--- src/rtl/hdlc_af_pkg.sv ---
package hdlc_af_pkg;

  // Frame tracking states of the stream path
  typedef enum logic [1:0] {
    ST_IDLE = 2'd0,   // waiting for a start-of-frame byte
    ST_ADDR = 2'd1,   // first address byte held, waiting for the second
    ST_PASS = 2'd2,   // frame accepted, forwarding bytes
    ST_DROP = 2'd3    // frame rejected, discarding to end of frame
  } af_state_e;

  // Register select codes; address slots follow the mask
  localparam int unsigned REG_SEL_MASK  = 0;
  localparam int unsigned REG_SEL_ADDR0 = 1;

endpackage

--- src/rtl/af_regs.sv ---
module af_regs #(
  parameter int unsigned AW       = 16,
  parameter int unsigned NUM_ADDR = 4,
  parameter int unsigned CW       = 16,
  parameter int unsigned RAW      = 3
) (
  input  logic                         clk,
  input  logic                         rst,
  input  logic                         enable,
  input  logic                         reg_we,
  input  logic [RAW-1:0]               reg_addr,
  input  logic [AW-1:0]                reg_wdata,
  input  logic                         cnt_inc,
  output logic [AW-1:0]                mask_o,
  output logic [NUM_ADDR-1:0][AW-1:0]  addr_o,
  output logic [CW-1:0]                cnt_o
);
  import hdlc_af_pkg::*;

  localparam int unsigned SEL_CNT = REG_SEL_ADDR0 + NUM_ADDR;

  logic [AW-1:0]               mask_q;
  logic [NUM_ADDR-1:0][AW-1:0] addr_q;
  logic [CW-1:0]               cnt_q;

  always_ff @(posedge clk) begin
    if (rst) begin
      mask_q <= '0;
    end else if (reg_we && reg_addr == RAW'(REG_SEL_MASK)) begin
      mask_q <= reg_wdata;
    end
  end

  for (genvar g = 0; g < NUM_ADDR; g++) begin : g_addr
    always_ff @(posedge clk) begin
      if (rst) begin
        addr_q[g] <= '0;
      end else if (reg_we && reg_addr == RAW'(REG_SEL_ADDR0 + g)) begin
        addr_q[g] <= reg_wdata;
      end
    end
  end

  // Software may load the counter only while the channel is stopped;
  // increments arrive only while it runs, so the two never collide.
  always_ff @(posedge clk) begin
    if (rst) begin
      cnt_q <= '0;
    end else if (!enable && reg_we && reg_addr == RAW'(SEL_CNT)) begin
      cnt_q <= CW'(reg_wdata);
    end else if (cnt_inc) begin
      cnt_q <= cnt_q + CW'(1);
    end
  end

  assign mask_o = mask_q;
  assign addr_o = addr_q;
  assign cnt_o  = cnt_q;

endmodule

--- src/rtl/af_match.sv ---
module af_match #(
  parameter int unsigned AW       = 16,
  parameter int unsigned NUM_ADDR = 4
) (
  input  logic [AW-1:0]                rx_addr,
  input  logic [AW-1:0]                mask,
  input  logic [NUM_ADDR-1:0][AW-1:0]  addrs,
  output logic                         hit
);

  logic [NUM_ADDR-1:0] slot_hit;

  // One masked comparator per address slot
  for (genvar g = 0; g < NUM_ADDR; g++) begin : g_cmp
    assign slot_hit[g] = ((rx_addr ^ addrs[g]) & mask) == '0;
  end

  assign hit = |slot_hit;

endmodule

--- src/rtl/af_stream.sv ---
module af_stream #(
  parameter int unsigned DW = 8,
  parameter int unsigned AW = 16
) (
  input  logic          clk,
  input  logic          rst,
  input  logic          enable,
  input  logic          in_valid,
  input  logic [DW-1:0] in_data,
  input  logic          in_sof,
  input  logic          in_eof,
  input  logic          in_err,
  input  logic          hit,
  output logic [AW-1:0] rx_addr,
  output logic          cnt_inc,
  output logic          out_valid,
  output logic [DW-1:0] out_data,
  output logic          out_last,
  output logic          out_err
);
  import hdlc_af_pkg::*;

  af_state_e     state_q, state_n;
  logic [DW-1:0] first_q, first_n;
  logic          pend_v_q, pend_v_n;
  logic [DW-1:0] pend_d_q, pend_d_n;
  logic          pend_l_q, pend_l_n;
  logic          pend_e_q, pend_e_n;
  logic          ov_q, ov_n;
  logic [DW-1:0] od_q, od_n;
  logic          ol_q, ol_n;
  logic          oe_q, oe_n;

  // Second byte in the upper half, held first byte in the lower half
  assign rx_addr = {in_data, first_q};

  always_comb begin
    state_n  = state_q;
    first_n  = first_q;
    pend_v_n = pend_v_q;
    pend_d_n = pend_d_q;
    pend_l_n = pend_l_q;
    pend_e_n = pend_e_q;
    ov_n     = 1'b0;
    od_n     = od_q;
    ol_n     = 1'b0;
    oe_n     = 1'b0;
    cnt_inc  = 1'b0;

    // A held final byte leaves on the cycle after it was stored
    if (pend_v_q && pend_l_q) begin
      ov_n     = 1'b1;
      od_n     = pend_d_q;
      ol_n     = 1'b1;
      oe_n     = pend_e_q;
      pend_v_n = 1'b0;
    end

    if (!enable) begin
      state_n  = ST_IDLE;
      pend_v_n = 1'b0;
      ov_n     = 1'b0;
      ol_n     = 1'b0;
      oe_n     = 1'b0;
    end else if (in_valid) begin
      if (in_sof) begin
        // New frame while forwarding: close the open one as errored
        if (state_q == ST_PASS && pend_v_q && !pend_l_q) begin
          ov_n     = 1'b1;
          od_n     = pend_d_q;
          ol_n     = 1'b1;
          oe_n     = 1'b1;
          pend_v_n = 1'b0;
        end
        first_n = in_data;
        if (in_eof) begin
          state_n = ST_IDLE;
          cnt_inc = !in_err;
        end else begin
          state_n = ST_ADDR;
        end
      end else begin
        case (state_q)
          ST_ADDR: begin
            if (hit) begin
              ov_n     = 1'b1;
              od_n     = first_q;
              pend_v_n = 1'b1;
              pend_d_n = in_data;
              pend_l_n = in_eof;
              pend_e_n = in_eof && in_err;
              state_n  = in_eof ? ST_IDLE : ST_PASS;
            end else if (in_eof) begin
              state_n = ST_IDLE;
              cnt_inc = !in_err;
            end else begin
              state_n = ST_DROP;
            end
          end
          ST_PASS: begin
            ov_n     = 1'b1;
            od_n     = pend_d_q;
            pend_v_n = 1'b1;
            pend_d_n = in_data;
            pend_l_n = in_eof;
            pend_e_n = in_eof && in_err;
            if (in_eof) state_n = ST_IDLE;
          end
          ST_DROP: begin
            if (in_eof) begin
              state_n = ST_IDLE;
              cnt_inc = !in_err;
            end
          end
          default: ;
        endcase
      end
    end
  end

  always_ff @(posedge clk) begin
    if (rst) begin
      state_q  <= ST_IDLE;
      first_q  <= '0;
      pend_v_q <= 1'b0;
      pend_d_q <= '0;
      pend_l_q <= 1'b0;
      pend_e_q <= 1'b0;
      ov_q     <= 1'b0;
      od_q     <= '0;
      ol_q     <= 1'b0;
      oe_q     <= 1'b0;
    end else begin
      state_q  <= state_n;
      first_q  <= first_n;
      pend_v_q <= pend_v_n;
      pend_d_q <= pend_d_n;
      pend_l_q <= pend_l_n;
      pend_e_q <= pend_e_n;
      ov_q     <= ov_n;
      od_q     <= od_n;
      ol_q     <= ol_n;
      oe_q     <= oe_n;
    end
  end

  assign out_valid = ov_q;
  assign out_data  = od_q;
  assign out_last  = ol_q;
  assign out_err   = oe_q;

endmodule

--- src/rtl/hdlc_addr_filter.sv ---
module hdlc_addr_filter #(
  parameter int unsigned DW       = 8,
  parameter int unsigned NUM_ADDR = 4,
  parameter int unsigned CW       = 16,
  parameter int unsigned AW       = 2 * DW,
  parameter int unsigned RAW      = $clog2(NUM_ADDR + 2)
) (
  input  logic           clk,
  input  logic           rst,
  input  logic           enable,
  input  logic           reg_we,
  input  logic [RAW-1:0] reg_addr,
  input  logic [AW-1:0]  reg_wdata,
  input  logic           in_valid,
  input  logic [DW-1:0]  in_data,
  input  logic           in_sof,
  input  logic           in_eof,
  input  logic           in_err,
  output logic           out_valid,
  output logic [DW-1:0]  out_data,
  output logic           out_last,
  output logic           out_err,
  output logic [CW-1:0]  rej_count
);

  logic [AW-1:0]               mask_w;
  logic [NUM_ADDR-1:0][AW-1:0] addr_w;
  logic [AW-1:0]               rx_addr_w;
  logic                        hit_w;
  logic                        cnt_inc_w;

  af_regs #(
    .AW(AW), .NUM_ADDR(NUM_ADDR), .CW(CW), .RAW(RAW)
  ) regs_i (
    .clk      (clk),
    .rst      (rst),
    .enable   (enable),
    .reg_we   (reg_we),
    .reg_addr (reg_addr),
    .reg_wdata(reg_wdata),
    .cnt_inc  (cnt_inc_w),
    .mask_o   (mask_w),
    .addr_o   (addr_w),
    .cnt_o    (rej_count)
  );

  af_match #(
    .AW(AW), .NUM_ADDR(NUM_ADDR)
  ) match_i (
    .rx_addr(rx_addr_w),
    .mask   (mask_w),
    .addrs  (addr_w),
    .hit    (hit_w)
  );

  af_stream #(
    .DW(DW), .AW(AW)
  ) stream_i (
    .clk      (clk),
    .rst      (rst),
    .enable   (enable),
    .in_valid (in_valid),
    .in_data  (in_data),
    .in_sof   (in_sof),
    .in_eof   (in_eof),
    .in_err   (in_err),
    .hit      (hit_w),
    .rx_addr  (rx_addr_w),
    .cnt_inc  (cnt_inc_w),
    .out_valid(out_valid),
    .out_data (out_data),
    .out_last (out_last),
    .out_err  (out_err)
  );

endmodule

--- config.mk ---
export PLATFORM = sky130hd
export DESIGN_NAME = hdlc_addr_filter
export DESIGN_NICKNAME = d
export VERILOG_FILES = /design/src/rtl/hdlc_af_pkg.sv /design/src/rtl/af_regs.sv /design/src/rtl/af_match.sv /design/src/rtl/af_stream.sv /design/src/rtl/hdlc_addr_filter.sv
export SDC_FILE = /design/constraint.sdc
export NUM_CORES = 1
export LEC_CHECK = 0
export ABC_AREA = 1
export BUFFER_PORTS_ARGS = -buffer_cell sky130_fd_sc_hd__clkbuf_2
export CORE_MARGIN = 3
export CORE_UTILIZATION = 50
export DETAILED_ROUTE_END_ITERATION = 8
export HOLD_SLACK_MARGIN = 0.1
export PLACE_DENSITY = 0.79
export SYNTH_ARGS = -nofsm -noshare
export SYNTH_HDL_FRONTEND = slang
export SYNTH_HIERARCHICAL = 1
export SYNTH_SLANG_ARGS = --single-unit
--- constraint.sdc ---
create_clock -name clk -period 2.6 [get_ports clk]
set_clock_uncertainty 0.05 [all_clocks]
set_input_delay 0.13 -clock clk [delete_from_list [all_inputs] [get_ports clk]]
set_output_delay 0.13 -clock clk [all_outputs]
set_load 0.01 [all_outputs]
==> flow_summary.json <==
{
  "drive_gt1_share_pct": 13.0,
  "die_w_um": 126,
  "initial_core_util_pct": 51.3,
  "ant_nets": 0,
  "grt_max_degree": 40,
  "setup_viol": 0,
  "switchingPower_uw": 1310,
  "whs_path_depth": 3,
  "reg2reg_from": "stream_i/first_q[6]$_SDFFE_PP0P_",
  "drc": 0,
  "synth_top_area_share_pct": 35.9,
  "ys_top_cells_by_area": "dfxtp_1 36%, nand2_1 15%, nor2_1 9.7%",
  "seq_area_um2": 2570,
  "multi_input_area_um2": 3780,
  "routed_wl_mm": 21.1,
  "path_buf_inv": 5,
  "swShare_pct": 24.5,
  "crit_path_start_kind": "input port",
  "cts.clk_slew.worst_paths_ns": 0.06,
  "cts_tree": "yes",
  "whs_ns": 0.148,
  "hpwl_mm": 14.0,
  "r2r_setup_slack_ns": 0.22,
  "p_leak_uw": 0.00370,
  "antennaDiodeCount": 0,
  "netlist_instances": 1133,
  "first_pass_iters": 5,
  "fmax_mhz": 417,
  "synth_seq_area_share_pct": 35.9,
  "reg2reg_depth": 13,
  "wl_met2_mm": 9.83,
  "gp_congestion": 0.955,
  "cts_root_buf": "clkbuf_16",
  "slew_headroom_pct": 58.4,
  "avgRoutedWirePerCell_um": 15.1,
  "dr_wl_met3_mm": 1.73,
  "crit_arrival_ns": 2.65,
  "grtUsageTotal_pct": 26.8,
  "min_from": "rst",
  "period_share_pct": 92.1,
  "crit_chain": "dlygate4sd3_1 -> clkbuf_2 -> inv_2 -> nand2_1 -> nand3_1 -> nand2_1 -> nor2_1 -> nand2_1 -> nor2_1 -> nor2_1 -> nand2_1 -> buf_4 -> o22ai_1 -> nor2_1 -> nor2_1 -> dlygate4sd3_1",
  "clockBufferDepth": 2,
  "drv_cap": 0,
  "status": "completed",
  "vias": 7459,
  "worst_path_max_delay_cell": "dlygate4sd3_1",
  "hold_path.class": "in2reg",
  "seqPwrFrac_pct": 39.1,
  "die_area_um2": 15800,
  "nNetsFinal": 1246,
  "cts_sinks": 128,
  "slew_viol_final": 0,
  "overflow": 0,
  "antenna_found_initial": 0,
  "drt-vias-per-instance": 5.33,
  "h-tree-depth": 4,
  "fill_cells": 1271,
  "finalCriticalPeriod_ns": 2.40,
  "crit-reg2reg-capture": "stream_i/state_q[0]$_SDFFE_PP0P_",
  "drt_iter0_drc": 779,
  "clock_latency_ns": 0.43,
  "powerDensity_nw_per_um2": 630,
  "crit_top_cell": "nor2_1",
  "synth_area_um2": 7140,
  "rsz0062_at_grt": "false",
  "post-route-util_pct": 60.8,
  "worstPathRequired_ns": 2.86,
  "synth_nets": 1172,
  "cp_max_fo": 9,
  "cp_top_family": "buffers and inverters",
  "num_rows": 43,
  "post_cts_buffers": 0,
  "die_y_um": 126,
  "top_layer": "met4",
  "fp.coreArea_um2": 13900,
  "hold_end": "regs_i/cnt_o[5]$_SDFFE_PP0P_",
  "ios": 62,
  "ys_warn_count": 6,
  "m1WireLength_mm": 8.83,
  "grt_pass1_wl_mm": 34.1,
  "tightest_slew_ns": 0.624,
  "numCtsBuffers": 17,
  "pwr-share-comb_pct": 9.2,
  "syn_area_per_cell_um2": 6.30,
  "final-hold-violation-count": 0,
  "syn2layout_area_growth_pct": 18.6,
  "synth.ff_latch_count": 128,
  "grt_pass1_vias": 6871,
  "yosysTopAreaCell": "dfxtp_1",
  "slowest_delay_ns": 0.56,
  "tns_ns": 0,
  "max-vdd-ir-drop_mv": 0.428,
  "cell_internal_pwr_uw": 4030,
  "end_kind": "flip-flop",
  "worstSetupPathType": "in2reg",
  "ys_types": 36,
  "numPortBuffers": 61,
  "clockPowerShare_pct": 51.7
}
==> worst max path at each step <==
stage	start	to	depth (start not counted)
5_1_grt	in_data[7]	stream_i/state_q[0]$_SDFFE_PP0P_	16
2_1_floorplan	stream_i/first_q[0]$_SDFFE_PP0P_	regs_i/cnt_o[1]$_SDFFE_PP0P_	21
3_3_place_gp	stream_i/first_q[7]$_SDFFE_PP0P_	regs_i/cnt_o[5]$_SDFFE_PP0P_	17
6_report	in_data[7]	stream_i/state_q[0]$_SDFFE_PP0P_	16
4_1_cts	in_data[0]	regs_i/cnt_o[6]$_SDFFE_PP0P_	19
3_5_place_dp	stream_i/first_q[3]$_SDFFE_PP0P_	regs_i/cnt_o[1]$_SDFFE_PP0P_	17
==> cell families after synthesis <==
logic type,share of synthesized area [%]
fa+ha+maj,0.701
xor+xnor,0.858
simple gates,37.8
compound gates,13.4
buf+inv,11.4
flops,35.9
==> metrics by stage <==
step                std cells  worst slack, ns  power [uW]  cell area [um2]
floorplan                1133            0.450        2420             7140
global placement         1341            0.199        2560             7480
detailed placement       1341            0.122        2560             7480
CTS                      1403           0.0710        5340             8460
global route             1400           0.0211        5510             8470
finish                   1400            0.205        5330             8470
==> cell type report <==
class	instances	share of cell area, %
clock buffer	19	5.23
multi-input combinational	820	44.6
timing repair buffer	100	8.13
tap	180	2.66
sequential	128	30.3
inverter	140	6.28
clock inverter	13	2.76
==> synth_stat cells, drive strengths merged <==
cell type,number
clkinv,2
a21oi,63
inv,138
o21bai,1
nand3,126
o211ai,1
o22ai,3
nand4,5
or2,16
ha,4
o21ai,113
clkbuf,12
buf,33
nand2,284
xor2,3
dfxtp,128
nand3b,1
xnor2,4
nor2,196
==> layout by cell type, fill, tap and decap left out, types with 6 or more instances in the layout <==
| master | count |
|---|---|
| inv_1 | 123 |
| clkbuf_16 | 17 |
| nand2_2 | 7 |
| o21ai_2 | 6 |
| o21ai_1 | 6 |
| o21ai_0 | 101 |
| dlygate4sd3_1 | 27 |
| clkbuf_2 | 58 |
| nand2_1 | 276 |
| nand3_1 | 121 |
| nor2_1 | 184 |
| bufinv_16 | 6 |
| inv_2 | 15 |
| or2_1 | 15 |
| buf_4 | 12 |
| nor2_2 | 7 |
| dfxtp_1 | 124 |
| a21oi_1 | 57 |
==> sequential cells by signal, summed over array words and instances (netlist names) <==
| register | cells |
|---|---|
| regs_i/addr_o | 64 |
| regs_i/cnt_o | 16 |
| regs_i/mask_o | 16 |
| stream_i/first_q | 8 |
| stream_i/out_data | 8 |
| stream_i/out_err | 1 |
| stream_i/out_last | 1 |
| stream_i/out_valid | 1 |
| stream_i/pend_d_q | 8 |
| stream_i/pend_e_q | 1 |
| stream_i/pend_l_q | 1 |
| stream_i/pend_v_q | 1 |
| stream_i/state_q | 2 |
==> worst min-delay path, stage by stage <==
cell,delay (ns)
clkbuf_2,0.09
buf_4,0.24
nor2_1,0.12
==> power groups by stage <==
stage	logic, uW	clock network [uW]	registers [uW]
6_report	489	2760	2080
2_1_floorplan	305	0	2120
3_3_place_gp	434	0	2120
5_1_grt	544	2870	2090
4_1_cts	480	2780	2080
3_5_place_dp	440	0	2120
==> layer usage <==
metal  vias up  global-route usage, %
met4         0                   12.2
met2       321                   42.9
met1      3350                   34.3
met3        62                   6.66
li1       3726                      -
met5         -                      0
==> what timing repair did <==
action,4_1_cts,5_1_grt
endpoints found under the setup margin,0,16
gates resized for setup,0,11
endpoints found under the hold margin,109,0
hold buffers,30,0
(Power assumes the default switching activity.)
